--- src/rtl/pms_pkg.sv ---
package pms_pkg;

   typedef enum logic [1:0] {
      PM_RUN   = 2'b00,
      PM_SLEEP = 2'b01,
      PM_DEEP  = 2'b10,
      PM_OFF   = 2'b11
   } pm_mode_e;

   typedef enum logic [1:0] {
      ST_RUN,
      ST_ENTER,
      ST_LOW,
      ST_EXIT
   } pm_state_e;

   typedef struct packed {
      logic cpu_clk;
      logic cpu_pwr;
      logic sram_pwr;
      logic periph_pwr;
      logic aon_pwr;
   } dom_en_t;

   localparam dom_en_t DOM_ALL_ON   = '{1'b1, 1'b1, 1'b1, 1'b1, 1'b1};
   localparam dom_en_t DOM_CLK_GATE = '{1'b0, 1'b1, 1'b1, 1'b1, 1'b1};
   localparam dom_en_t DOM_DEEP     = '{1'b0, 1'b1, 1'b1, 1'b0, 1'b1};
   localparam dom_en_t DOM_ALL_OFF  = '{1'b0, 1'b0, 1'b0, 1'b0, 1'b0};

endpackage

--- src/rtl/pms_latency.sv ---
module pms_latency
   import pms_pkg::*;
#(
   parameter int BASE_W     = 16,
   parameter int DEEP_RATIO = 8,
   parameter int OFF_RATIO  = 10,
   parameter int LAT_W      = 23
) (
   input  logic [BASE_W-1:0] base_cyc,
   input  pm_mode_e          mode,
   output logic [LAT_W-1:0]  lat_cyc
);

   localparam int DEEP_SH   = $clog2(DEEP_RATIO);
   localparam int OFF_SH    = $clog2(OFF_RATIO);
   localparam bit DEEP_POW2 = (DEEP_RATIO == (1 << DEEP_SH));
   localparam bit OFF_POW2  = (OFF_RATIO == (1 << OFF_SH));
   localparam int NEED_W    = BASE_W + $clog2(DEEP_RATIO * OFF_RATIO + 1);

   if (DEEP_RATIO < 1 || OFF_RATIO < 1) begin : g_bad_ratio
      $error("pms_latency: ratios must be at least 1");
   end
   if (LAT_W < NEED_W) begin : g_bad_width
      $error("pms_latency: LAT_W too narrow for the scaled latency");
   end

   logic [LAT_W-1:0] base_ext;
   logic [LAT_W-1:0] deep_lat;
   logic [LAT_W-1:0] off_lat;
   logic [LAT_W-1:0] raw_lat;

   assign base_ext = LAT_W'(base_cyc);

   if (DEEP_POW2) begin : g_deep_shift
      assign deep_lat = base_ext << DEEP_SH;
   end else begin : g_deep_mul
      assign deep_lat = base_ext * LAT_W'(DEEP_RATIO);
   end

   if (OFF_POW2) begin : g_off_shift
      assign off_lat = deep_lat << OFF_SH;
   end else begin : g_off_mul
      assign off_lat = deep_lat * LAT_W'(OFF_RATIO);
   end

   always_comb begin
      unique case (mode)
         PM_DEEP: raw_lat = deep_lat;
         PM_OFF:  raw_lat = off_lat;
         default: raw_lat = base_ext;
      endcase
      lat_cyc = (raw_lat == '0) ? LAT_W'(1) : raw_lat;
   end

endmodule

--- src/rtl/pms_wake_timer.sv ---
module pms_wake_timer #(
   parameter int LAT_W = 23
) (
   input  logic             clk,
   input  logic             rst_n,
   input  logic             load,
   input  logic [LAT_W-1:0] lat_cyc,
   input  logic             dec,
   output logic             done,
   output logic [LAT_W-1:0] cnt
);

   logic [LAT_W-1:0] cnt_q;

   always_ff @(posedge clk or negedge rst_n) begin
      if (!rst_n) begin
         cnt_q <= '0;
      end else if (load) begin
         cnt_q <= lat_cyc;
      end else if (dec && cnt_q > LAT_W'(1)) begin
         cnt_q <= cnt_q - LAT_W'(1);
      end
   end

   assign done = (cnt_q == LAT_W'(1));
   assign cnt  = cnt_q;

endmodule

--- src/rtl/pms_fsm.sv ---
module pms_fsm
   import pms_pkg::*;
#(
   parameter int ENTRY_CYCLES = 2
) (
   input  logic      clk,
   input  logic      rst_n,
   input  logic      req,
   input  pm_mode_e  req_mode,
   input  logic      wake_irq,
   input  logic      wake_pin,
   input  logic      timer_done,
   output pm_state_e state,
   output pm_mode_e  mode,
   output logic      load_timer
);

   localparam int ENT_W = $clog2(ENTRY_CYCLES + 1);

   if (ENTRY_CYCLES < 1) begin : g_bad_entry
      $error("pms_fsm: ENTRY_CYCLES must be at least 1");
   end

   pm_state_e        st_q, st_d;
   pm_mode_e         mode_q, mode_d;
   logic [ENT_W-1:0] ent_q, ent_d;
   logic             pend_q, pend_d;
   logic             wake_for_tgt;
   logic             wake_for_req;
   logic             req_ok;

   assign wake_for_tgt = wake_pin || (wake_irq && mode_q != PM_OFF);
   assign wake_for_req = wake_pin || (wake_irq && req_mode != PM_OFF);
   assign req_ok       = req && (req_mode != PM_RUN);

   always_comb begin
      st_d       = st_q;
      mode_d     = mode_q;
      ent_d      = ent_q;
      pend_d     = pend_q;
      load_timer = 1'b0;
      unique case (st_q)
         ST_RUN: begin
            if (req_ok) begin
               st_d   = ST_ENTER;
               mode_d = req_mode;
               ent_d  = ENT_W'(ENTRY_CYCLES);
               pend_d = wake_for_req;
            end
         end
         ST_ENTER: begin
            if (ent_q == ENT_W'(1)) begin
               pend_d = 1'b0;
               if (pend_q || wake_for_tgt) begin
                  st_d       = ST_EXIT;
                  load_timer = 1'b1;
               end else begin
                  st_d = ST_LOW;
               end
            end else begin
               ent_d  = ent_q - ENT_W'(1);
               pend_d = pend_q || wake_for_tgt;
            end
         end
         ST_LOW: begin
            if (wake_for_tgt) begin
               st_d       = ST_EXIT;
               load_timer = 1'b1;
            end
         end
         ST_EXIT: begin
            if (timer_done) begin
               st_d   = ST_RUN;
               mode_d = PM_RUN;
            end
         end
         default: st_d = ST_RUN;
      endcase
   end

   always_ff @(posedge clk or negedge rst_n) begin
      if (!rst_n) begin
         st_q   <= ST_RUN;
         mode_q <= PM_RUN;
         ent_q  <= '0;
         pend_q <= 1'b0;
      end else begin
         st_q   <= st_d;
         mode_q <= mode_d;
         ent_q  <= ent_d;
         pend_q <= pend_d;
      end
   end

   assign state = st_q;
   assign mode  = mode_q;

endmodule

--- src/rtl/pms_domain_map.sv ---
module pms_domain_map
   import pms_pkg::*;
(
   input  pm_state_e state,
   input  pm_mode_e  mode,
   output dom_en_t   dom,
   output logic      sys_rst
);

   always_comb begin
      sys_rst = 1'b0;
      unique case (state)
         ST_RUN:   dom = DOM_ALL_ON;
         ST_ENTER: dom = DOM_CLK_GATE;
         ST_EXIT: begin
            dom     = DOM_CLK_GATE;
            sys_rst = (mode == PM_OFF);
         end
         ST_LOW: begin
            unique case (mode)
               PM_SLEEP: dom = DOM_CLK_GATE;
               PM_DEEP:  dom = DOM_DEEP;
               PM_OFF:   dom = DOM_ALL_OFF;
               default:  dom = DOM_ALL_ON;
            endcase
         end
         default: dom = DOM_ALL_ON;
      endcase
   end

endmodule

--- src/rtl/pwr_mode_seq.sv ---
module pwr_mode_seq
   import pms_pkg::*;
#(
   parameter int BASE_W       = 16,
   parameter int DEEP_RATIO   = 8,
   parameter int OFF_RATIO    = 10,
   parameter int ENTRY_CYCLES = 2
) (
   input  logic              clk,
   input  logic              rst_n,
   input  logic              lp_req,
   input  logic [1:0]        lp_code,
   input  logic [BASE_W-1:0] wake_base,
   input  logic              wake_irq,
   input  logic              wake_pin,
   output logic              en_cpu_clk,
   output logic              en_cpu_pwr,
   output logic              en_sram_pwr,
   output logic              en_periph_pwr,
   output logic              en_aon_pwr,
   output logic              sys_reset_out,
   output logic [1:0]        mode_status
);

   localparam int LAT_W = BASE_W + $clog2(DEEP_RATIO * OFF_RATIO + 1);

   pm_state_e        state;
   pm_mode_e         mode;
   logic             load_timer;
   logic             timer_done;
   logic [LAT_W-1:0] lat_cyc;
   logic [LAT_W-1:0] lat_cnt;
   dom_en_t          dom;

   pms_fsm #(
      .ENTRY_CYCLES (ENTRY_CYCLES)
   ) u_fsm (
      .clk        (clk),
      .rst_n      (rst_n),
      .req        (lp_req),
      .req_mode   (pm_mode_e'(lp_code)),
      .wake_irq   (wake_irq),
      .wake_pin   (wake_pin),
      .timer_done (timer_done),
      .state      (state),
      .mode       (mode),
      .load_timer (load_timer)
   );

   pms_latency #(
      .BASE_W     (BASE_W),
      .DEEP_RATIO (DEEP_RATIO),
      .OFF_RATIO  (OFF_RATIO),
      .LAT_W      (LAT_W)
   ) u_lat (
      .base_cyc (wake_base),
      .mode     (mode),
      .lat_cyc  (lat_cyc)
   );

   pms_wake_timer #(
      .LAT_W (LAT_W)
   ) u_timer (
      .clk     (clk),
      .rst_n   (rst_n),
      .load    (load_timer),
      .lat_cyc (lat_cyc),
      .dec     (state == ST_EXIT),
      .done    (timer_done),
      .cnt     (lat_cnt)
   );

   pms_domain_map u_map (
      .state   (state),
      .mode    (mode),
      .dom     (dom),
      .sys_rst (sys_reset_out)
   );

   assign en_cpu_clk    = dom.cpu_clk;
   assign en_cpu_pwr    = dom.cpu_pwr;
   assign en_sram_pwr   = dom.sram_pwr;
   assign en_periph_pwr = dom.periph_pwr;
   assign en_aon_pwr    = dom.aon_pwr;
   assign mode_status   = mode;

endmodule

--- config.mk ---
export PLATFORM = sky130hd
export DESIGN_NAME = pwr_mode_seq
export DESIGN_NICKNAME = d
export VERILOG_FILES = /design/src/rtl/pms_pkg.sv /design/src/rtl/pms_latency.sv /design/src/rtl/pms_wake_timer.sv /design/src/rtl/pms_fsm.sv /design/src/rtl/pms_domain_map.sv /design/src/rtl/pwr_mode_seq.sv
export SDC_FILE = /design/constraint.sdc
export NUM_CORES = 1
export LEC_CHECK = 0
export BUFFER_PORTS_ARGS = -buffer_cell sky130_fd_sc_hd__buf_2
export CAP_MARGIN = 5
export CORE_UTILIZATION = 45
export DETAILED_ROUTE_END_ITERATION = 8
export PLACE_DENSITY = 0.65
export SLEW_MARGIN = 10
export SYNTH_ARGS = -nofsm -noshare
export SYNTH_HDL_FRONTEND = slang
export SYNTH_HIERARCHICAL = 1
export SYNTH_SLANG_ARGS = --single-unit
--- constraint.sdc ---
create_clock -name clk -period 4.3 [get_ports clk]
set_input_delay 0.43 -clock clk [delete_from_list [all_inputs] [get_ports clk]]
set_output_delay 0.43 -clock clk [all_outputs]
set_load 0.05 [all_outputs]
==> impl_results.md <==
- Row Count: 31
- Synth Warn #: 6
- Status: finished clean
- Number of synthesized flops with an enable pin: 0
- Total Routing Usage GR: 22.6%
- Worst path max stage delay: 0.48 ns
- IO buf count: 30
- Crit path cell chain: buf_2 -> ha_1 -> ha_1 -> inv_1 -> fa_1 -> nor2b_1 -> o2111ai_1 -> a21oi_1 -> o21ai_0 -> mux2_2 -> or4b_1 -> or4_1 -> o41ai_2 -> nand2_1 -> o21ai_0
- Final setup fails: 0
- Vias per inst: 6.02
- # DRC: 0
- Post-Syn Area: 0.00349 mm²
- Period utilization: 84.7%
- Antenna-violating nets left: 0
- Power share of the clock group: 12.7%
- Pleak: 1.59 nW
- GPL Wtd Cong: 0.846
- Sequential-to-total area share from yosys stat: 21.5%
- Yosys cell types: 67
- # nets final: 509
- CTS Root Cell: clkbuf_8
- Ant. Diodes: 0
- Core ar.: 0.00737 mm²
- Cells after Synth: 430
- Cts repair resizes: 0
- Actual slew at the worst max-slew pin: 1.11 ns
- Largest net degree at the start of global routing: 47
- Crit. End Element: register
- Arr. time, crit path: 3.84 ns
- Cell-internal power: 0.00107 W
- Initial antenna violation count: 0
- Max-cap violations: 0
- DRT Wirelength: 9.16 mm
- Worst-skew pair later-pin latency: 0.28 ns
- VDD IR-drop max: 0.390 mV
- Comb power frac: 60.3%
- CTS clk-pin slew, worst paths: 0.07 ns
- Max Root-Sink Buffers: 2
- Setup TNS: 0 ns
- Slowest stage cell, crit path: or4b_1
- Die area: 0.00811 mm²
- WP data required: 4.50 ns
- H-tree depth: 2
- First-pass GRT wire length: 15.2 mm
- RSZ-0062 raised after global routing: no
- Hpwl dp: 6.89 mm
- Filler cell count: 711
- Synthesized net count: 490
- Hold Fails Final Rpt: 0
- DIE HEIGHT: 90.0 µm
- DR iter-0 viols: 217
- Layout cells sized above 1: 15.1%
- Area grow syn2layout: 9.29%
- Yosys reg bits: 30
- Pre-Repair DR Iteration Count: 6
- Min Clock Period, post-route: 3.64 ns
- Max_slew headroom: 25.6%
- Ys flop type: dfrtp_1
- Cts bufs inserted: 5
- Number of clock sinks: 30
- Initial Util: 47.3%
- Syn Area/Cell: 8.11 µm²
- NetSw: 0.00106 W
- Vias after detailed routing: 3,306
- CP Launch Type: input pin
- Post-CTS Setup Inserts: 0
- I/O Pins: 31
- Vias in the first global route: 3,129
- Pins over their slew limit: 0
- HP Class: in -> async
- Die W: 90.0 µm
- DR WL/cell: 16.7 µm
- Max Clock Freq: 275 MHz
- Sw frac: 49.8%
- Reg power frac: 27.0%
- Total power: 0.00213 W
- Total grt overflow: 0
- Critical path type: in -> reg
- Final Skew: 0.00757 ns
- Hold-fix buffers, CTS: 0
- Crit Path Max Fanout: 5
- CTS tree: yes
- Ys async rst share: 100%
- PwrDens: 560 mW/mm²
-- flip-flops by register name, indices dropped and copies added (netlist names) --
signal,count
u_fsm/state,2
u_fsm/ent_q,2
u_fsm/mode,2
u_fsm/pend_q,1
u_timer/cnt,23
-- power by group through the flow --
stage | clock network (W) | registers [W] | logic, W
floorplan | 0 | 0.000555 | 0.00100
global placement | 0 | 0.000579 | 0.00124
detailed placement | 0 | 0.000582 | 0.00127
CTS | 0.000276 | 0.000577 | 0.00128
global route | 0.000290 | 0.000602 | 0.00143
finish | 0.000271 | 0.000577 | 0.00129
-- critical path, delay by kind of cell --
kind	cells	cell delay [ns]
AOI/OAI and AO/OA	5	0.92
muxes	1	0.29
adders and majority gates	3	0.84
buffers and inverters	2	0.19
and+or+nand+nor	4	1.17
-- placed cells by master, fill, tap and decap left out, types with 18 or more instances in the layout --
cell / n
buf_2: 30
nand2_1: 37
dfrtp_1: 30
a21oi_1: 22
inv_1: 21
ha_1: 36
o21ai_0: 21
xnor2_1: 18
nor2_1: 31
nand3_1: 20
-- synth_stat cells, drive strengths merged (3+ instances only) --
cell type	instances	share of area, %
buf	6	1.3
inv	21	2.3
a211oi	6	1.3
nor2b	6	1.1
o311ai	3	0.75
or2	5	0.90
a21boi	3	0.75
o31ai	5	1.5
nor3	11	1.6
a21o	5	1.1
mux2	8	2.6
xor2	4	1.0
a22oi	4	0.86
a21oi	22	3.2
and2	9	1.7
or4	9	1.9
nand3	20	2.9
a22o	3	0.79
a2111oi	5	1.6
a31oi	4	0.72
xnor2	18	4.5
nor2	31	3.3
dfrtp	30	22
o211ai	3	0.65
nand3b	9	1.9
clkbuf	15	1.6
nand2	37	4.0
o21ai	25	3.7
and3	5	0.90
nor4	6	1.3
ha	36	13
nand4	7	1.3
nand2b	4	0.72
or3	5	0.90
mux2i	8	2.3
-- layout make-up --
type | count | area (µm²) | area share (%)
well taps | 99 | 124 | 3.25
flip-flops and latches | 30 | 751 | 19.7
clock buffers | 8 | 110 | 2.89
inverters | 21 | 78.8 | 2.07
repair buffers | 33 | 173 | 4.53
multi-input cells | 358 | 2570 | 67.6
-- kinds of logic after synthesis --
family | count (synthesis) | synth area share (%)
buf+inv | 42 | 5.13
compound gates | 113 | 23.4
mux | 16 | 4.88
fa+ha+maj | 37 | 13.5
simple gates | 170 | 26.0
xor+xnor | 22 | 5.53
flops | 30 | 21.5
-- layer usage --
layer | vias to the layer above | track usage [%] | share of wire (%)
li1 | 1637 | - | -
met1 | 1574 | 32.9 | 50
met2 | 89 | 36.6 | 45
met3 | 6 | 2.54 | 4.0
met4 | 0 | 3.36 | 0.62
met5 | - | 0 | 0
-- path summary, 6_finish.rpt --
kind,startpoint,to,slack [ns],cells after the start
setup / recovery,wake_base[3],u_timer/cnt[0]$_DFFE_PN0P_,0.66,15
hold / removal,rst_n,u_timer/cnt[16]$_DFFE_PN0P_,0.19,1
setup reg to reg,u_fsm/mode[1]$_DFFE_PN0P_,u_timer/cnt[0]$_DFFE_PN0P_,0.85,10
hold reg to reg,u_fsm/ent_q[1]$_DFFE_PN0P_,u_fsm/ent_q[1]$_DFFE_PN0P_,0.55,1
max in group asynchronous,rst_n,u_timer/cnt[6]$_DFFE_PN0P_,3.64,1
min in group clk,lp_code[1],u_fsm/mode[1]$_DFFE_PN0P_,0.43,2
-- metrics by stage --
stage	cells	setup WS, ns	hold slack, ns	util, %	instance area, µm²
after global placement	541	0.495	0.523	50.2	3700
after detailed placement	541	0.398	0.527	50.2	3700
after global routing	549	0.389	0.258	51.7	3810
final	549	0.658	0.195	51.7	3810
after CTS	549	0.687	0.223	51.7	3810
after floorplan	430	0.806	0.134	-	3490
Power figures use the tool's default switching activity.
